<file path="config.mk">
export PLATFORM = sky130hd
export DESIGN_NAME = ivec_dispatch
export DESIGN_NICKNAME = d
export VERILOG_FILES = /design/src/rtl/ivd_pkg.sv /design/src/rtl/ivd_remap.sv /design/src/rtl/ivd_edge_pick.sv /design/src/rtl/ivd_mailbox.sv /design/src/rtl/ivec_dispatch.sv
export SDC_FILE = /design/constraint.sdc
export NUM_CORES = 1
export LEC_CHECK = 0
export BUFFER_PORTS_ARGS = -buffer_cell sky130_fd_sc_hd__clkbuf_2
export CORE_AREA = 2 2 86 88
export CTS_CLUSTER_DIAMETER = 50
export DETAILED_ROUTE_END_ITERATION = 8
export DIE_AREA = 0 0 88 90
export GPL_ROUTABILITY_DRIVEN = 1
export PLACE_DENSITY = 0.73
export SLEW_MARGIN = 20
export SYNTH_ARGS = -nofsm -noshare
export SYNTH_HDL_FRONTEND = slang
export SYNTH_SLANG_ARGS = --single-unit
</file>
<file path="constraint.sdc">
create_clock -name clk -period 0.8 [get_ports clk]
set_input_delay 0.12 -clock clk [delete_from_list [all_inputs] [get_ports clk]]
set_output_delay 0.12 -clock clk [all_outputs]
set_load 0.03 [all_outputs]
</file>
<file path="src/rtl/ivd_pkg.sv">
package ivd_pkg;
  localparam int unsigned VEC_W    = 6;
  localparam int unsigned TAG_W    = 5;
  localparam logic [TAG_W-1:0] DATA_TAG = 5'h1F;
  localparam logic [VEC_W-1:0] VEC_LIMIT = 6'h30;

  // Sparse legacy-line remap; zero means no vector
  function automatic logic [VEC_W-1:0] remap_line(input int unsigned line);
    case (line)
      1:       return 6'h29;
      4:       return 6'h2B;
      6:       return 6'h27;
      7:       return 6'h22;
      12:      return 6'h2A;
      default: return '0;
    endcase
  endfunction
endpackage

</file>
<file path="src/rtl/ivd_remap.sv">
module ivd_remap #(
  parameter int unsigned N_LINES = 16
) (
  output logic [N_LINES-1:0][ivd_pkg::VEC_W-1:0] vec_tab,
  output logic [N_LINES-1:0]                     mapped
);
  for (genvar g = 0; g < N_LINES; g++) begin : g_line
    assign vec_tab[g] = ivd_pkg::remap_line(g);
    assign mapped[g]  = |vec_tab[g];
  end
endmodule

</file>
<file path="src/rtl/ivd_edge_pick.sv">
module ivd_edge_pick #(
  parameter int unsigned N_LINES = 16,
  localparam int unsigned IDX_W  = $clog2(N_LINES)
) (
  input  logic               clk,
  input  logic               rst_n,
  input  logic [N_LINES-1:0] lines,
  input  logic [N_LINES-1:0] mapped,
  output logic               ev_valid,
  output logic               ev_rise,
  output logic [IDX_W-1:0]   ev_idx
);
  logic [N_LINES-1:0] seen_q, seen_d, diff;

  always_comb begin
    diff     = (lines ^ seen_q) & mapped;
    ev_valid = 1'b0;
    ev_idx   = '0;
    for (int i = N_LINES - 1; i >= 0; i--) begin
      if (diff[i]) begin
        ev_valid = 1'b1;
        ev_idx   = IDX_W'(i);
      end
    end
    ev_rise = lines[ev_idx];
    seen_d  = seen_q;
    if (ev_valid) seen_d[ev_idx] = lines[ev_idx];
  end

  always_ff @(posedge clk or negedge rst_n) begin
    if (!rst_n)        seen_q <= '0;
    else if (ev_valid) seen_q <= seen_d;
  end

  // at most one line's recorded level moves per clock
  a_r9_one_per_clock: assert property (@(posedge clk) disable iff (!rst_n)
    $countones(seen_q ^ $past(seen_q)) <= 1);
  // only table lines produce events
  a_r3_unmapped_silent: assert property (@(posedge clk) disable iff (!rst_n)
    ev_valid |-> mapped[ev_idx]);
endmodule

</file>
<file path="src/rtl/ivd_mailbox.sv">
module ivd_mailbox #(
  parameter int unsigned DATA_W   = 64,
  parameter int unsigned STAT_W   = 8,
  parameter int unsigned BUSY_BIT = 5
) (
  input  logic                      clk,
  input  logic                      rst_n,
  input  logic                      ev_valid,
  input  logic                      ev_rise,
  input  logic [ivd_pkg::VEC_W-1:0] ev_vec,
  output logic [STAT_W-1:0]         status,
  output logic [DATA_W-1:0]         word0,
  output logic [DATA_W-1:0]         word1,
  output logic [DATA_W-1:0]         word2,
  output logic                      req,
  output logic                      wake
);
  localparam int unsigned HDR_W = ivd_pkg::TAG_W + ivd_pkg::VEC_W;

  logic busy_q, req_q, wake_q, wake_d;
  logic [DATA_W-1:0] w0_q, w1_q, w2_q, w0_d;
  logic ld_en, clr_en, busy_en;

  always_comb begin
    ld_en   = ev_valid &  ev_rise & ~busy_q;
    clr_en  = ev_valid & ~ev_rise &  busy_q;
    busy_en = ld_en | clr_en;
    w0_d    = DATA_W'({ivd_pkg::DATA_TAG, ev_vec});
    wake_d  = ld_en;
  end

  always_ff @(posedge clk or negedge rst_n) begin
    if (!rst_n) begin
      busy_q <= 1'b0;
      req_q  <= 1'b0;
    end else if (busy_en) begin
      busy_q <= ld_en;
      req_q  <= ld_en;
    end
  end

  always_ff @(posedge clk or negedge rst_n) begin
    if (!rst_n) begin
      w0_q <= '0;
      w1_q <= '0;
      w2_q <= '0;
    end else if (ld_en) begin
      w0_q <= w0_d;
      w1_q <= '0;
      w2_q <= '0;
    end
  end

  always_ff @(posedge clk or negedge rst_n) begin
    if (!rst_n) wake_q <= 1'b0;
    else        wake_q <= wake_d;
  end

  always_comb begin
    status           = '0;
    status[BUSY_BIT] = busy_q;
  end
  assign word0 = w0_q;
  assign word1 = w1_q;
  assign word2 = w2_q;
  assign req   = req_q;
  assign wake  = wake_q;

  // an outstanding entry is never overwritten
  a_r5_no_overwrite: assert property (@(posedge clk) disable iff (!rst_n)
    (busy_q && $past(busy_q)) |-> $stable(w0_q));
  // wake only accompanies a fresh delivery
  a_r8_wake_on_set: assert property (@(posedge clk) disable iff (!rst_n)
    wake_q |-> ($rose(busy_q) && req_q));
  // vector range while busy
  a_r10_vec_range: assert property (@(posedge clk) disable iff (!rst_n)
    busy_q |-> (w0_q[ivd_pkg::VEC_W-1:0] < ivd_pkg::VEC_LIMIT));
  // header layout of word 0
  a_r2_word0_tag: assert property (@(posedge clk) disable iff (!rst_n)
    busy_q |-> (w0_q[HDR_W-1:ivd_pkg::VEC_W] == ivd_pkg::DATA_TAG
                && w0_q[DATA_W-1:HDR_W] == '0));
  // request follows busy through clears
  a_r6_req_drop: assert property (@(posedge clk) disable iff (!rst_n)
    clr_en |=> (!req_q && !busy_q));
endmodule

</file>
<file path="src/rtl/ivec_dispatch.sv">
module ivec_dispatch #(
  parameter int unsigned N_LINES  = 16,
  parameter int unsigned DATA_W   = 64,
  parameter int unsigned STAT_W   = 8,
  parameter int unsigned BUSY_BIT = 5
) (
  input  logic                clk,
  input  logic                rst_n,
  input  logic [N_LINES-1:0]  irq_lines,
  output logic [STAT_W-1:0]   ivec_status,
  output logic [DATA_W-1:0]   ivec_word0,
  output logic [DATA_W-1:0]   ivec_word1,
  output logic [DATA_W-1:0]   ivec_word2,
  output logic                hard_req,
  output logic                cpu_wake
);
  localparam int unsigned IDX_W = $clog2(N_LINES);

  logic [1:0] rst_sync_q;
  logic       rst_core_n;

  always_ff @(posedge clk or negedge rst_n) begin
    if (!rst_n) rst_sync_q <= 2'b00;
    else        rst_sync_q <= {rst_sync_q[0], 1'b1};
  end
  assign rst_core_n = rst_sync_q[1];

  logic [N_LINES-1:0][ivd_pkg::VEC_W-1:0] vec_tab;
  logic [N_LINES-1:0] mapped;
  logic               ev_valid, ev_rise;
  logic [IDX_W-1:0]   ev_idx;

  ivd_remap #(.N_LINES(N_LINES)) u_remap (
    .vec_tab (vec_tab),
    .mapped  (mapped)
  );

  ivd_edge_pick #(.N_LINES(N_LINES)) u_pick (
    .clk      (clk),
    .rst_n    (rst_core_n),
    .lines    (irq_lines),
    .mapped   (mapped),
    .ev_valid (ev_valid),
    .ev_rise  (ev_rise),
    .ev_idx   (ev_idx)
  );

  ivd_mailbox #(.DATA_W(DATA_W), .STAT_W(STAT_W), .BUSY_BIT(BUSY_BIT)) u_mbox (
    .clk      (clk),
    .rst_n    (rst_core_n),
    .ev_valid (ev_valid),
    .ev_rise  (ev_rise),
    .ev_vec   (vec_tab[ev_idx]),
    .status   (ivec_status),
    .word0    (ivec_word0),
    .word1    (ivec_word1),
    .word2    (ivec_word2),
    .req      (hard_req),
    .wake     (cpu_wake)
  );

  // outputs quiet while core reset is held
  a_r1_reset_quiet: assert property (@(posedge clk)
    !rst_core_n |-> (!hard_req && ivec_status == '0));
endmodule

</file>
# Word level (Yosys, flattened, before mapping)
# Memory sizes are Yosys's and may differ from the RTL's. A register that Yosys moved wholly into a read port is not among the register bits.
# Cells that the tools add are included.
[op_classes]
add_sub_neg = 0
n_mul = 0
div = 0
n_lt_le_gt_ge = 2
n_eq_ne = 0
shifts = 0
n_mux = 16
bitwise = 8
reduce_logical = 2
[ops]
columns = ["cell", "n"]
rows = [
  ["$mux 4", 5],
  ["$bwmux 16", 1],
  ["$xor 13x13->13", 1],
  ["$mux 1", 7],
  ["$mux 6", 1],
  ["$lt 4x5->1 const B", 1],
  ["$and 1x1->1", 4],
  ["$bmux 1 s4", 1],
  ["$demux 1 s4", 1],
  ["$ge 4x1->1 const B", 1],
  ["$not 1->1", 2],
  ["$logic_and 1x1->1", 1],
  ["$logic_not 1->1", 1],
  ["$or 1x1->1", 1],
]
[word_totals]
ff_bits = 27
latch_bits = 0
mem_bits_rw = 0
rom_bits = 96
elab_cells = 34
n_memories = 1
[mem_list]
columns = ["memory", "depth", "width", "read_ports", "rd_clocked_by_memory_dff", "write_ports", "line", "rtl"]
rows = [
  ["(name not given)", 16, 6, 1, 1, 0, "ivec_dispatch.sv:53", ".ev_vec (vec_tab[ev_idx]),"],
]

# Logic depth before layout (Yosys ltp)
# Gate-level depths: netlist (run 1).
[depth]
word_depth = 12
ltp_mapped = 8

# By module
# From an unflattened synthesis (run 1), not the netlist that was laid out.
[unflattened]
cells_unflattened = 536
area_unflattened_um2 = 4865.9
[modules_own_cells]
columns = ["module", "n_inst", "cells_per_inst", "area_each_um2"]
rows = [
  ["ivd_mailbox", 1, 213, 1788.0],
  ["ivd_edge_pick", 1, 153, 1393.8],
  ["ivd_remap", 1, 114, 848.3],
  ["ivec_dispatch", 1, 56, 835.8],
]

# Least setup slack after synthesis (run 1)
# No wires, ideal clock.
[synth_path]
path_kind = "reg2reg"
start = "register u_pick.seen_q[7]"
end = "register u_mbox.busy_q"
setup_time_ns = 0.126
arrival_time_ns = 1.738
path_slack_ns = -1.064
stages_incl_launch_ff = 7
path_buffers = 0
synth_period_minus_slack_ns = 1.864
path_cell_list = "dfrtp_1 xor2_1 o21ai_0 a221o_1 a22oi_2 mux2i_1 maj3_2"
[synth_between]
elab_chain_cells = 11
word_cells_on_any_way = 17
[synth_rtl]
columns = ["item", "line", "rtl"]
rows = [
  ["start, declared", "ivd_edge_pick.sv:13", "logic [N_LINES-1:0] seen_q, seen_d, diff;"],
  ["start signal, assigned", "ivd_edge_pick.sv:32", "else if (ev_valid) seen_q <= seen_d;"],
  ["$xor 13x13->13 *", "ivd_edge_pick.sv:16", "diff = (lines ^ seen_q) & mapped;"],
  ["$mux 4 (4 in a row)", "ivd_edge_pick.sv:20", "if (diff[i]) begin"],
  ["$bmux 1 s4", "ivd_edge_pick.sv:25", "ev_rise = lines[ev_idx];"],
  ["$mux 1 (implied by the code)", "ivd_edge_pick.sv:25", ""],
  ["$not 1->1", "ivd_mailbox.sv:26", "clr_en = ev_valid & ~ev_rise & busy_q;"],
  ["$and 1x1->1 (2 in a row)", "ivd_mailbox.sv:26", ""],
  ["$or 1x1->1", "ivd_mailbox.sv:27", "busy_en = ld_en | clr_en;"],
  ["end signal, assigned", "ivd_mailbox.sv:37", "busy_q <= ld_en;"],
  ["end, declared", "ivd_mailbox.sv:20", "logic busy_q, req_q, wake_q, wake_d;"],
]
# Every way passes the cells marked *; elsewhere a longest branch is shown, timed or not. The select of a mux whose other input is x is not followed.
# A chain may end at the register's enable or synchronous reset.

# Worst setup path after layout (run 1)
[layout_path]
start = "register u_pick.seen_q[4]"
end = "register u_mbox.busy_q"
[layout_between]
elab_chain_cells = 9
word_cells_on_any_way = 13
[layout_rtl]
columns = ["item", "line"]
rows = [
  ["$xor 13x13->13 *", "ivd_edge_pick.sv:16"],
  ["$mux 4 (2 in a row)", "ivd_edge_pick.sv:20"],
  ["$bmux 1 s4", "ivd_edge_pick.sv:25"],
  ["$mux 1 (implied by the code)", "ivd_edge_pick.sv:25"],
  ["$not 1->1", "ivd_mailbox.sv:26"],
  ["$and 1x1->1 (2 in a row)", "ivd_mailbox.sv:26"],
  ["$or 1x1->1", "ivd_mailbox.sv:27"],
]
# Marked as above.

==> qor.csv, run 1 <==
stage,metric,value,unit
global_routing,grt_antenna_before_repair,0,
global_routing,met1_usage,6.59,%
place,gp_congestion,0.906,
power,switching_share,51.5,%
worst_setup_path,cp_max_fo,4,
worst_setup_path,critPathBufInv,0,
synth,synthCells,267,
synth,yosysSeqAreaShare,16.6,%
floorplan,rows,31,
sta,fin_crit_sh,240,%
layout,drive_gt1_share,22.9,%
sta,hold_violations,0,
power,ir_worst_vdd,0.851,mV
synth,synth-edff-count,0,
cts,path_clk_slew,0.06,ns
power,combPwrFrac,66.5,%
cts,clock_sinks,15,
worst_setup_path,cp_top_family,compound AO/OA/AOI/OAI gates,
power,leakage,1.26,nW
worst_setup_path,worstSetupStartpointType,register,
global_routing,grt_max_degree,14,
cts,clock_latency,0.25,ns
sta,hold_ws,0.118,ns
routing,vias_per_cell,2.94,
floorplan,core,7020,um^2
synth,ys_ff_latch,15,
worst_setup_path,criticalPathCategory,reg -> reg,
synth,yosys.area.top_type_share,64.5,%
routing,route.detailed.drc,0,
global_routing,grt_overflow,0,
cts,clk_path_buf_depth,2,
sta,fin_crit,1.92,ns
layout,antenna_cells,0,
power,p_seq_share,22.6,%
floorplan,ioPinCount,220,
synth,yosys_most_used_dff,dfrtp_1,
worst_setup_path,path_cells,xnor2_4 -> and3_4 -> a221o_1 -> a22oi_2 -> mux2i_1 -> maj3_2,
cts,cts_tree,built,
power,p_int,0.00272,W
synth,synth.avg_cell_area,8.45,um^2
run,cap_viol_max_count,0,
synth,async_flop_share,100,%
cts,cts_buffers,3,
synth,synth_commonest_cells,"194 x buf_4, 15 x dfrtp_1, 6 x nand2_1",
global_routing,grt_busiest_layer,met2,
power,p_per_area,2550,nW/um^2
synth,synth.most_common_cell,buf_4,
worst_setup_path,end_kind,register,
sta,worst_slack,-1.12,ns
place,dpl.hpwl,2.72,mm
worst_hold_path,hold_class,in -> reg,
synth,synth_top_family_by_area,buffers and inverters,
routing,via_count,1204,
layout,syn_to_final_growth,-2.77,%
power,clock_power_share,10.9,%
layout,nets,329,
synth,synth_compound_area_share,4.71,%
synth,synth_top_area_cell,buf_4,
synth,yosys_warnings,0,
global_routing,gr-usage-met2,12.4,%
worst_setup_path,slowest_stage,dfrtp_2,
global_routing,grt_pass1_wl,4.24,mm
sta,slew_viol_final,0,
place,place.port_buffers,23,
global_routing,grt_use_total,6.68,%
routing,first_pass_iters,4,
synth,synth-simple-area-share,4.99,%
floorplan,dieArea,7920,um^2
synth,synth_fa_ha_area_share,0.499,%
global_routing,use_met3,2.85,%
routing,wl,3.26,mm
routing,ant_nets,0,
worst_setup_path,required,0.94,ns
layout,fin_util,31.3,%
synth,ys_types,31,
floorplan,start_util,32.2,%
floorplan,die_h,90,um
sta,max_freq,521,MHz
synth,syn_area,2260,um^2
floorplan,die_x,88,um
synth,synthMuxAreaShare,3.27,%
power,finalPower,0.00560,W
global_routing,first_global_vias,876,
cts,cts-root-buf,clkbuf_8,
worst_setup_path,cp.arrival,2.06,ns
sta,setup_viol,25,
layout,nFillCells,714,
outcome,violations,negative setup slack,
routing,routedWlPerCell,7.97,um
synth,synthXorXnorAreaFrac,3.38,%
routing,drtIter0Drc,18,
cts,cts_htree_levels,1,
synth,synth.area.top_cells,"buf_4 65%, dfrtp_1 17%, mux2i_1 1.8%",
sta,rsz0062_at_grt,yes,
outcome,status,"finished, violations left",
sta,finClkSkew,0.00309,ns
power,netSwitchingPower,0.00289,W
worst_setup_path,max_stage_delay,0.48,ns
worst paths after layout:
check                            startpoint               end  slack, ns  cells after the start
setup / recovery           u_pick.seen_q[4]     u_mbox.busy_q      -1.12                      6
hold reg to reg               rst_sync_q[1]     u_mbox.busy_q       0.16                      1
setup reg to reg           u_pick.seen_q[4]     u_mbox.busy_q      -1.12                      6
hold / removal                 irq_lines[1]  u_pick.seen_q[1]       0.12                      1
min in group asynchronous     rst_sync_q[1]     u_mbox.busy_q       0.16                      1
max in group asynchronous     rst_sync_q[1]  u_pick.seen_q[1]       0.46                      1
per-layer routing:
layer	vias up	part of all wire [%]
met5	-	0
met4	0	2.1
met3	5	14
met2	123	53
met1	533	31
li1	543	-
power groups by stage:
stage	registers, W	logic, W	clock network (W)
finish	0.00127	0.00373	0.000609
global route	0.00130	0.00394	0.000656
CTS	0.00120	0.00347	0.000624
detailed placement	0.00120	0.00307	0
global placement	0.00118	0.00302	0
floorplan	0.00143	0.00282	0
final cells by class:
type,count,area (um^2),share of cell area (%)
Clock inverter,1,5.00,0.228
Multi-Input combinational cell,240,1190,54.4
Timing Repair Buffer,48,439,20.0
Inverter,3,11.3,0.513
Tap cell,99,124,5.64
Clock buffer,3,41.3,1.88
Sequential cell,15,379,17.3
flip-flops by register name, summed over array words and instances, names as in the netlist:
signal and count:
u_mbox.busy_q 1, u_mbox.word0 6, rst_sync_q 2, u_mbox.wake 1, u_pick.seen_q 5
cells by family after synthesis:
kind of cell               after synthesis
AOI/OAI and AO/OA                       15
xor gates and xnor gates                 7
adders and majority gates                1
buffers and inverters                  200
DFF                                     15
muxes                                    7
other                                    2
and+or+nand+nor                         20
timing repair:
action,CTS,global route
setup buffers,5,2
endpoints found under the hold margin,2,0
setup endpoints to repair,25,25
pin swaps,6,0
hold buffers,1,0
gates resized for setup,30,19
stage by stage:
stage	area, um^2	cells	setup WS [ns]	TNS [ns]
6_report	2190	409	-1.12	-13.85
5_1_grt	2190	409	-1.18	-14.90
4_1_cts	2110	407	-1.09	-13.35
3_5_place_dp	1880	397	-1.15	-11.75
3_3_place_gp	1880	397	-1.09	-11.13
2_1_floorplan	3000	455	-0.999	-10.02
cells in the final DEF (no fill, tap or decap), types with 2 or more instances in the layout:
master      n
buf_4      23
dfrtp_2     3
o21ai_0     2
nor2_1      3
nand3b_1    2
clkbuf_2   10
mux2_2      2
a221o_1     2
o21ai_1     2
mux2i_1     4
xor2_4      3
buf_8      13
conb_1    190
nand3_1     2
dfrtp_1    12
nand2_1     5
clkbuf_8    3
a21oi_1     3
inv_1       3
Power figures use the tool's default switching activity.
==> run 2: changes to the inputs <==
--- a/config.mk
+++ b/config.mk
@@ -12,6 +12,7 @@
 export DIE_AREA = 0 0 88 90
 export GPL_ROUTABILITY_DRIVEN = 1
 export PLACE_DENSITY = 0.73
+export SETUP_SLACK_MARGIN = 0.4
 export SLEW_MARGIN = 20
 export SYNTH_ARGS = -nofsm -noshare
 export SYNTH_HDL_FRONTEND = slang
==> constraint.sdc (replaced) <==
create_clock -name clk -period 2.15 [get_ports clk]
set_input_delay 0.3225 -clock clk [delete_from_list [all_inputs] [get_ports clk]]
set_output_delay 0.3225 -clock clk [all_outputs]
set_load 0.03 [all_outputs]
==> qor.csv, run 2 (synthesized netlist as in run 1, its figures left out) <==
stage,metric,value,unit,change
floorplan,rows,31,,unchanged
cts,cts_tree,built,,
sta,fin_crit,1.94,ns,+0.0188 ns
worst_setup_path,crit_path_end,u_mbox.busy_q,,
worst_setup_path,cp.arrival,2.08,ns,+0.02 ns
run,cap_viol_max_count,0,,unchanged
routing,wl,3.06,mm,-6.2%
worst_setup_path,required,2.29,ns,+1.35 ns
sta,max_freq,516,MHz,-0.97%
sta,fin_crit_sh,90.2,%,-150 points
place,dpl.hpwl,2.54,mm,-6.9%
worst_setup_path,worstSetupStartpointType,register,,
place,gp_congestion,0.746,,-18%
floorplan,die_h,90,um,unchanged
worst_setup_path,slowest_stage,dfrtp_1,,
power,ir_worst_vdd,0.323,mV,-62%
layout,drive_gt1_share,18.5,%,-4.4 points
cts,cts_buffers,3,,unchanged
routing,first_pass_iters,4,,unchanged
global_routing,grt_max_degree,14,,unchanged
routing,ant_nets,0,,unchanged
layout,final_common_cell,conb_1,,
routing,route.detailed.drc,0,,unchanged
routing,vias_per_cell,2.96,,+0.43%
layout,layout_common_cells,"190 x conb_1, 23 x clkbuf_2, 12 x dfrtp_1",,
layout,nets,311,,-5.5%
worst_hold_path,hold_class,reg -> async,,
cts,cts-root-buf,clkbuf_8,,
worst_setup_path,r2r_slack,0.21,ns,+1.33 ns
global_routing,grt_overflow,0,,unchanged
floorplan,start_util,32.2,%,unchanged
routing,drtIter0Drc,31,,+13
worst_setup_path,timing.rr.start,u_pick.seen_q[7],,
layout,syn_to_final_growth,-14.4,%,
sta,hold_ws,0.231,ns,+0.112 ns
global_routing,grt_antenna_before_repair,0,,unchanged
place,place.port_buffers,23,,unchanged
floorplan,die_x,88,um,unchanged
layout,antenna_cells,0,,unchanged
global_routing,grt_pass1_wl,4.35,mm,+2.5%
floorplan,core,7020,um^2,unchanged
cts,path_clk_slew,0.06,ns,about the same
worst_setup_path,end_kind,register,,
worst_setup_path,cp_max_fo,6,,+2
global_routing,first_global_vias,821,,-6.3%
worst_setup_path,max_stage_delay,0.41,ns,-0.07 ns
sta,tightestPinTransition,0.563,ns,
cts,clk_path_buf_depth,2,,unchanged
power,p_per_area,941,nW/um^2,-63%
floorplan,dieArea,7920,um^2,unchanged
routing,routedWlPerCell,7.82,um,-1.9%
worst_setup_path,rr_worst_depth,6,,unchanged
cts,cts_htree_levels,1,,unchanged
routing,via_count,1156,,-4.0%
worst_setup_path,criticalPathCategory,reg -> reg,,
power,leakage,1.12,nW,-11%
global_routing,grt_use_total,6.93,%,+0.25 points
sta,slew_viol_final,0,,unchanged
sta,setup_viol,0,,-100%
sta,rsz0062_at_grt,yes,,
outcome,status,finished clean,,
worst_setup_path,startpoint,u_pick.seen_q[7],,
layout,largest_register_ffs,6,,unchanged
floorplan,ioPinCount,220,,unchanged
sta,hold_violations,0,,unchanged
worst_setup_path,rr_endpoint,u_mbox.busy_q,,
sta,finalSetupTns,0,ns,+13.85 ns
sta,relSlewSlack,62.5,%,
sta,finClkSkew,0.00370,ns,+0.000609 ns
cts,clock_sinks,15,,unchanged
cts,clock_latency,0.25,ns,about the same
worst_setup_path,path_cells,xor2_2 -> o21ai_1 -> a221o_1 -> a22oi_2 -> mux2i_1 -> maj3_2,,
-- run 2: per-stage QoR --
stage	total power [W]	setup slack, ns	instance area, um^2	instances	utilization [%]
detailed placement	0.00144	0.0668	1760	381	25.0
finish	0.00182	0.211	1930	391	27.5
global placement	0.00142	0.112	1760	381	25.0
CTS	0.00177	0.259	1900	389	27.0
global route	0.00194	0.101	1930	391	27.5
floorplan	0.00158	0.351	2990	455	-
-- run 2: metal layers --
metal / vias to the layer above / global-route usage, % / routed length [um]
met1: 525 / 7.29 / 979
met4: 0 / 1.54 / 12
met5: - / 0 / 0
met2: 124 / 12.4 / 1600
met3: 4 / 3.12 / 468
li1: 503 / - / -
-- run 2: cell type report --
cell class              instances  area (um^2)
clock buffers                   3         41.3
clock inverters                 1         5.00
fillers                       728         5090
inverters                       3         11.3
multi-input cells             240         1200
flip-flops and latches         15          379
well taps                      99          124
repair buffers                 30          170
-- run 2: worst max-delay path: cells and delay by family, from the launching register on --
kind,cells,cell delay (ns)
xor+xnor,1,0.30
fa+ha+maj,1,0.29
mux,1,0.12
flops,1,0.41
compound gates,3,0.71
-- run 2: power by group --
part,internal [W],total [W],switching [W],leakage (nW)
clock network,0.000128,0.000230,0.000102,0.0255
logic,0.000295,0.00112,0.000825,0.929
registers,0.000371,0.000468,0.0000972,0.166
-- run 2: worst min-delay path by stage --
stage             startpoint  slack (ns)         endpoint
3_3_place_gp           rst_n        0.11    rst_sync_q[0]
6_report       rst_sync_q[1]        0.23    u_mbox.busy_q
3_5_place_dp           rst_n        0.12    rst_sync_q[1]
5_1_grt        rst_sync_q[1]        0.29  u_mbox.word0[3]
2_1_floorplan          rst_n        0.03    rst_sync_q[0]
4_1_cts        rst_sync_q[1]        0.24    u_mbox.busy_q
-- run 2: timing repair --
| item | CTS | global route |
|---|---|---|
| setup buffers | 3 | 2 |
| hold buffers | 1 | 0 |
| endpoints found under the setup margin | 8 | 8 |
| hold endpoints to repair | 2 | 0 |
| gates resized for setup | 10 | 3 |
| pin swaps | 2 | 4 |
